## src/rtl/panel_seq_pkg.sv

```systemverilog
package panel_seq_pkg;

  localparam int SEQ_LEN = 37;
  localparam int IDX_W   = $clog2(SEQ_LEN);

  typedef enum logic [1:0] {
    WAIT_NONE  = 2'd0,
    WAIT_LONG  = 2'd1,
    WAIT_SHORT = 2'd2
  } waitKindT;

  typedef enum logic [1:0] {
    CNT_PULSE  = 2'd0,
    CNT_SETTLE = 2'd1,
    CNT_LONG   = 2'd2,
    CNT_SHORT  = 2'd3
  } cntSelT;

  // strobes from control to datapath
  typedef struct packed {
    logic   cntLoad;
    cntSelT cntSel;
    logic   idxClr;
    logic   idxInc;
  } seqCtlT;

  typedef struct packed {
    logic [7:0] val;
    logic       isData;
    waitKindT   waitAfter;
  } seqEntryT;

  function automatic seqEntryT mkCmd(input logic [7:0] v, input waitKindT w);
    seqEntryT e;
    e.val = v; e.isData = 1'b0; e.waitAfter = w;
    return e;
  endfunction

  function automatic seqEntryT mkPrm(input logic [7:0] v);
    seqEntryT e;
    e.val = v; e.isData = 1'b1; e.waitAfter = WAIT_NONE;
    return e;
  endfunction

  // bring-up byte list, order is behaviour
  function automatic seqEntryT seqEntry(input logic [IDX_W-1:0] idx);
    case (idx)
      6'd0:  return mkCmd(8'h01, WAIT_LONG);
      6'd1:  return mkCmd(8'h11, WAIT_SHORT);
      6'd2:  return mkCmd(8'h3A, WAIT_NONE);
      6'd3:  return mkPrm(8'h05);
      6'd4:  return mkCmd(8'h26, WAIT_NONE);
      6'd5:  return mkPrm(8'h02);
      6'd6:  return mkCmd(8'h13, WAIT_NONE);
      6'd7:  return mkCmd(8'hB6, WAIT_NONE);
      6'd8:  return mkPrm(8'hFF);
      6'd9:  return mkPrm(8'h06);
      6'd10: return mkCmd(8'hB1, WAIT_NONE);
      6'd11: return mkPrm(8'h08);
      6'd12: return mkPrm(8'h02);
      6'd13: return mkCmd(8'hB4, WAIT_NONE);
      6'd14: return mkPrm(8'h07);
      6'd15: return mkCmd(8'hC0, WAIT_NONE);
      6'd16: return mkPrm(8'h0A);
      6'd17: return mkPrm(8'h02);
      6'd18: return mkCmd(8'hC1, WAIT_NONE);
      6'd19: return mkPrm(8'h02);
      6'd20: return mkCmd(8'hC5, WAIT_NONE);
      6'd21: return mkPrm(8'h50);
      6'd22: return mkPrm(8'h63);
      6'd23: return mkCmd(8'hC7, WAIT_NONE);
      6'd24: return mkPrm(8'h00);
      6'd25: return mkCmd(8'h2A, WAIT_NONE);
      6'd26: return mkPrm(8'h00);
      6'd27: return mkPrm(8'h00);
      6'd28: return mkPrm(8'h00);
      6'd29: return mkPrm(8'h80);
      6'd30: return mkCmd(8'h2B, WAIT_NONE);
      6'd31: return mkPrm(8'h00);
      6'd32: return mkPrm(8'h00);
      6'd33: return mkPrm(8'h00);
      6'd34: return mkPrm(8'h80);
      6'd35: return mkCmd(8'h29, WAIT_NONE);
      6'd36: return mkCmd(8'h2C, WAIT_NONE);
      default: return mkCmd(8'h00, WAIT_NONE);
    endcase
  endfunction

endpackage

```

## src/rtl/panel_seq_datapath.sv

```systemverilog
module panel_seq_datapath
  import panel_seq_pkg::*;
#(
  parameter int CLK_HZ         = 125_000_000,
  parameter int LONG_WAIT_MS   = 500,
  parameter int SHORT_WAIT_MS  = 5,
  parameter int RST_PULSE_CYC  = 1250,
  parameter int RST_SETTLE_CYC = 1250
) (
  input  logic       clk,
  input  logic       rstN,
  input  seqCtlT     ctl,
  output logic       cntZero,
  output logic [7:0] curByte,
  output logic       curIsData,
  output waitKindT   curWait,
  output logic       curLast
);

  localparam int CYC_PER_MS = CLK_HZ / 1000;
  localparam int LONG_CYC   = LONG_WAIT_MS * CYC_PER_MS;
  localparam int SHORT_CYC  = SHORT_WAIT_MS * CYC_PER_MS;
  localparam int MAX_A      = (LONG_CYC > SHORT_CYC) ? LONG_CYC : SHORT_CYC;
  localparam int MAX_B      = (RST_PULSE_CYC > RST_SETTLE_CYC) ? RST_PULSE_CYC : RST_SETTLE_CYC;
  localparam int MAX_CYC    = (MAX_A > MAX_B) ? MAX_A : MAX_B;
  localparam int CNT_W      = $clog2(MAX_CYC + 1);

  logic [CNT_W-1:0] cnt;
  logic [CNT_W-1:0] loadVal;
  logic [IDX_W-1:0] idx;
  seqEntryT         entry;

  always_comb begin
    case (ctl.cntSel)
      CNT_PULSE:  loadVal = CNT_W'(RST_PULSE_CYC - 1);
      CNT_SETTLE: loadVal = CNT_W'(RST_SETTLE_CYC - 1);
      CNT_LONG:   loadVal = CNT_W'(LONG_CYC - 1);
      default:    loadVal = CNT_W'(SHORT_CYC - 1);
    endcase
  end

  assign cntZero = (cnt == '0);

  always_ff @(posedge clk or negedge rstN) begin
    if (!rstN)            cnt <= '0;
    else if (ctl.cntLoad) cnt <= loadVal;
    else if (!cntZero)    cnt <= cnt - CNT_W'(1);
  end

  always_ff @(posedge clk or negedge rstN) begin
    if (!rstN)           idx <= '0;
    else if (ctl.idxClr) idx <= '0;
    else if (ctl.idxInc) idx <= idx + IDX_W'(1);
  end

  assign entry     = seqEntry(idx);
  assign curByte   = entry.val;
  assign curIsData = entry.isData;
  assign curWait   = entry.waitAfter;
  assign curLast   = (idx == IDX_W'(SEQ_LEN - 1));

  AST_IDX_RANGE: assert property (@(posedge clk) disable iff (!rstN)
    idx < IDX_W'(SEQ_LEN));
  AST_CNT_NO_WRAP: assert property (@(posedge clk) disable iff (!rstN)
    (cntZero && !ctl.cntLoad) |=> cntZero);

endmodule

```

## src/rtl/panel_seq_ctrl.sv

```systemverilog
module panel_seq_ctrl
  import panel_seq_pkg::*;
(
  input  logic     clk,
  input  logic     rstN,
  input  logic     start,
  input  logic     outReady,
  input  logic     cntZero,
  input  waitKindT curWait,
  input  logic     curLast,
  output seqCtlT   ctl,
  output logic     outValid,
  output logic     panelRstN,
  output logic     done
);

  typedef enum logic [2:0] {
    ST_IDLE, ST_PULSE, ST_SETTLE, ST_SEND, ST_WAIT, ST_DONE
  } stateT;

  stateT state, nextState;

  always_comb begin
    ctl       = '0;
    nextState = state;
    if (start) begin
      nextState  = ST_PULSE;
      ctl.cntLoad = 1'b1;
      ctl.cntSel  = CNT_PULSE;
      ctl.idxClr  = 1'b1;
    end else begin
      case (state)
        ST_PULSE: if (cntZero) begin
          nextState   = ST_SETTLE;
          ctl.cntLoad = 1'b1;
          ctl.cntSel  = CNT_SETTLE;
        end
        ST_SETTLE: if (cntZero) nextState = ST_SEND;
        ST_SEND: if (outReady) begin
          if (curLast) begin
            nextState = ST_DONE;
          end else begin
            ctl.idxInc = 1'b1;
            if (curWait != WAIT_NONE) begin
              nextState   = ST_WAIT;
              ctl.cntLoad = 1'b1;
              ctl.cntSel  = (curWait == WAIT_LONG) ? CNT_LONG : CNT_SHORT;
            end
          end
        end
        ST_WAIT: if (cntZero) nextState = ST_SEND;
        default: nextState = state;
      endcase
    end
  end

  always_ff @(posedge clk or negedge rstN) begin
    if (!rstN) state <= ST_IDLE;
    else       state <= nextState;
  end

  assign outValid  = (state == ST_SEND);
  assign panelRstN = (state != ST_PULSE);
  assign done      = (state == ST_DONE);

  AST_RST_QUIET: assert property (@(posedge clk) disable iff (!rstN)
    !panelRstN |-> !outValid);
  AST_DONE_QUIET: assert property (@(posedge clk) disable iff (!rstN)
    done |-> !outValid);
  AST_DONE_STICKY: assert property (@(posedge clk) disable iff (!rstN)
    (done && !start) |=> done);
  AST_START_RESTART: assert property (@(posedge clk) disable iff (!rstN)
    start |=> (!panelRstN && !done));

endmodule

```

## src/rtl/panel_init_seq.sv

```systemverilog
module panel_init_seq
  import panel_seq_pkg::*;
#(
  parameter int CLK_HZ         = 125_000_000,
  parameter int LONG_WAIT_MS   = 500,
  parameter int SHORT_WAIT_MS  = 5,
  parameter int RST_PULSE_CYC  = 1250,
  parameter int RST_SETTLE_CYC = 1250
) (
  input  logic       clk,
  input  logic       rstN,
  input  logic       start,
  input  logic       outReady,
  output logic       outValid,
  output logic [7:0] outByte,
  output logic       outIsData,
  output logic       panelRstN,
  output logic       done
);

  seqCtlT   ctl;
  logic     cntZero;
  waitKindT curWait;
  logic     curLast;

  panel_seq_ctrl uCtrl (
    .clk       (clk),
    .rstN      (rstN),
    .start     (start),
    .outReady  (outReady),
    .cntZero   (cntZero),
    .curWait   (curWait),
    .curLast   (curLast),
    .ctl       (ctl),
    .outValid  (outValid),
    .panelRstN (panelRstN),
    .done      (done)
  );

  panel_seq_datapath #(
    .CLK_HZ         (CLK_HZ),
    .LONG_WAIT_MS   (LONG_WAIT_MS),
    .SHORT_WAIT_MS  (SHORT_WAIT_MS),
    .RST_PULSE_CYC  (RST_PULSE_CYC),
    .RST_SETTLE_CYC (RST_SETTLE_CYC)
  ) uPath (
    .clk       (clk),
    .rstN      (rstN),
    .ctl       (ctl),
    .cntZero   (cntZero),
    .curByte   (outByte),
    .curIsData (outIsData),
    .curWait   (curWait),
    .curLast   (curLast)
  );

  AST_HOLD_BYTE: assert property (@(posedge clk) disable iff (!rstN)
    (outValid && !outReady && !start) |=>
      (outValid && $stable(outByte) && $stable(outIsData)));

endmodule

```

## config.mk

```make
export PLATFORM = sky130hd
export DESIGN_NAME = panel_init_seq
export DESIGN_NICKNAME = d
export VERILOG_FILES = /design/src/rtl/panel_seq_pkg.sv /design/src/rtl/panel_seq_datapath.sv /design/src/rtl/panel_seq_ctrl.sv /design/src/rtl/panel_init_seq.sv
export SDC_FILE = /design/constraint.sdc
export NUM_CORES = 1
export LEC_CHECK = 0
export ABC_AREA = 1
export BUFFER_PORTS_ARGS = -buffer_cell sky130_fd_sc_hd__buf_2
export CAP_MARGIN = 0
export CORE_AREA = 5 5 87 73
export DETAILED_ROUTE_END_ITERATION = 10
export DIE_AREA = 0 0 92 78
export GPL_TIMING_DRIVEN = 1
export PLACE_DENSITY_LB_ADDON = 0.05
export REMOVE_ABC_BUFFERS = 1
export SYNTH_ARGS = -nofsm -noshare
export SYNTH_HDL_FRONTEND = slang
export SYNTH_SLANG_ARGS = --single-unit
```

## constraint.sdc

```tcl
create_clock -name clk -period 2.87 [get_ports clk]
set_clock_uncertainty 0.1 [all_clocks]
set_input_delay 0.287 -clock clk [delete_from_list [all_inputs] [get_ports clk]]
set_output_delay 0.287 -clock clk [all_outputs]
set_load 0.02 [all_outputs]
```

==> results.json <==
{
  "ys_ff_latch": 35,
  "status": "finished, violations left",
  "die_w_um": 92,
  "synth_top_family_by_area": "simple AND/OR/NAND/NOR gates",
  "synth_warnings": 0,
  "cp.required_ps": 2480,
  "critPathKind": "flop to output pin",
  "pin_count": 16,
  "p_leak_nw": 1.580,
  "grt_most_used_layer": "met1",
  "violations": "hold timing",
  "peakVddDrop_mv": 0.2629,
  "drtAntennaViolNets": 0,
  "die_height_um": 78,
  "fillers": 530,
  "tritoncts": "yes",
  "cts_max_path_buffers": 2,
  "dp_hpwl_um": 5729,
  "cp_max_fo": 4,
  "drc": 0,
  "powerDensity_nw_per_um2": 335.0,
  "synth_cell_type_count": 36,
  "synth_fa_ha_area_share_pct": 3.967,
  "setup-tns-final_ps": 0,
  "critPathCaptureType": "output pin",
  "hold_ws_ps": -24.56,
  "drt-initial-drc-count": 283,
  "wl_per_cell_um": 14.56,
  "synth-seq-area-share_pct": 30.85,
  "grt_pass1_vias": 2308,
  "cp-start-kind": "flop",
  "core_area_um2": 5345,
  "overflow": 0,
  "root_buffer": "clkbuf_8",
  "multi_input_area_um2": 1710,
  "clkTransAtPathRegs_ps": 70,
  "htree_levels": 2,
  "finalCritPeriodShare_pct": 87.47,
  "max_cap_violations": 0,
  "antenna_found_initial": 0,
  "use_met2_pct": 26.82,
  "dpl_worst_slack_ps": 670.7,
  "ff_latch_area_um2": 875.8,
  "grt_util_all_layers_pct": 20.83,
  "syn_avg_cell_area_um2": 6.941,
  "start_util_pct": 53.11,
  "cts_sinks": 35,
  "worst-slew-pin-transition_ps": 775.0,
  "drtPass1Iterations": 5,
  "cts_made_buffers": 5,
  "hold_class": "input pin to async pin",
  "viasPerCell": 5.522,
  "dr_total_vias": 2717,
  "use_met3_pct": 5.222,
  "port_buffers": 15,
  "grt_max_degree": 36,
  "synthMuxAreaShare_pct": 0,
  "synth_compound_area_share_pct": 9.299,
  "period_minus_slack_ps": 2510,
  "syn2layout_area_growth_pct": 7.184,
  "die-area_um2": 7176,
  "setup_ws_ps": 359.7,
  "wirelength_um": 7164,
  "rsz0062_at_grt": "no",
  "grt_use_met1_pct": 34.11,
  "post_cts_buffers": 0,
  "syn_area_um2": 2839,
  "grt_pass1_wl_um": 11870,
  "synth-xor-area-share_pct": 5.862,
  "hold_violations": 35,
  "cts_resized": 0,
  "cts_hold_buf": 0,
  "finalSetupViolations": 0,
  "nets": 439,
  "drive_gt1_share_pct": 12.65,
  "slew_violations": 0,
  "antenna_cells": 0,
  "clk_latency_ps": 290,
  "place.gp.congestion": 0.9592,
  "synth_cells": 409,
  "critPathArrivalTime_ps": 2120,
  "slew_headroom_pct": 48.33,
  "yosys.area_share.simple_pct": 41.12,
  "fmax_mhz": 398.4,
  "num_rows": 24
}
==> report_power, final <==
group,switching (W),internal [W],leakage (nW)
clock,0.000174,0.000170,0.0422
sequential,0.0000187,0.000509,0.468
combinational,0.000101,0.0000468,1.07
==> cells in the mapped netlist, drive strengths merged <==
master / count / area share (%)
o21ai: 20 / 3.5
a21oi: 17 / 3.0
and2: 1 / 0.22
ha: 9 / 4.0
clkbuf: 3 / 0.40
o21a: 2 / 0.53
inv: 55 / 7.4
xnor2: 8 / 2.5
nand3: 31 / 6.5
nor3: 9 / 2.0
dfrtp: 35 / 31
o311ai: 1 / 0.31
nor2: 78 / 13
o221ai: 1 / 0.31
xor2: 11 / 3.4
or2: 2 / 0.44
a221oi: 1 / 0.31
buf: 3 / 1.1
nand2: 103 / 15
nand3b: 1 / 0.26
a211oi: 1 / 0.26
nand4: 13 / 3.9
o211ai: 4 / 1.1
==> path summary, 6_finish.rpt <==
check                              from             end  slack [ps]  cells past startpoint
setup / recovery           uPath.idx[0]      outByte[0]         360                      9
hold / removal                     rstN  uCtrl.state[0]         -20                      1
setup reg to reg           uPath.idx[1]   uPath.cnt[13]         660                     10
hold reg to reg            uPath.cnt[0]    uPath.cnt[0]         420                      2
max in group asynchronous          rstN    uPath.cnt[3]        2200                      1
min in group clk                  start    uPath.idx[5]         280                      3
==> layer usage <==
metal  vias to the layer above  share of wire, %  routed length (µm)
li1                       1349                 -                   -
met1                      1264                52                3746
met2                       102                39                2774
met3                         2               8.5                 610
met4                         0              0.46                  33
met5                         -                 0                   0
==> flip-flops by register name, indices dropped and copies added, names as in the netlist <==
register and cells:
uCtrl.state 3, uPath.cnt 26, uPath.idx 6
==> logic make-up after synthesis <==
family | after synthesis
buf+inv | 61
flops | 35
compound gates | 47
fa+ha+maj | 9
xor+xnor | 19
simple gates | 238
==> cell usage in the layout (no fill, tap or decap), drive strengths merged <==
cell,count
nand2,103
nor2,78
inv,55
dfrtp,35
nand3,31
o21ai,20
a21oi,17
buf,16
nand4,13
xor2,11
ha,9
nor3,9
xnor2,8
clkbuf,7
o211ai,4
or2,2
o21a,2
a211oi,1
o221ai,1
o311ai,1
a221oi,1
and2,1
nand3b,1
clkinv,1
==> worst max-delay path, stage by stage, from the launching register on <==
cell	delay, ps
dfrtp_1	420
inv_1	120
ha_1	250
or2_2	300
a21oi_1	250
o21ai_0	130
nand2_1	70
o211ai_1	80
nand2_1	70
buf_2	150
==> per-stage QoR <==
stage | instance area (µm²) | cells | util (%) | hold slack [ps] | total power [W]
2_1_floorplan | 2798 | 403 | - | -108.6 | 0.0006352
3_3_place_gp | 2962 | 484 | 55.41 | 312.5 | 0.0006828
3_5_place_dp | 2962 | 484 | 55.41 | 315.7 | 0.0006810
4_1_cts | 3043 | 492 | 56.93 | 3.877 | 0.001027
5_1_grt | 3043 | 492 | 56.93 | 52.87 | 0.001071
6_report | 3043 | 492 | 56.93 | -24.56 | 0.001019
==> layout make-up <==
type	count	area share [%]
multi-input combinational	313	56.21
tap	65	2.673
clock buffer	7	2.508
inverter	55	6.949
clock inverter	1	0.1645
timing repair buffer	16	2.714
sequential	35	28.78
Power figures use the tool's default switching activity.
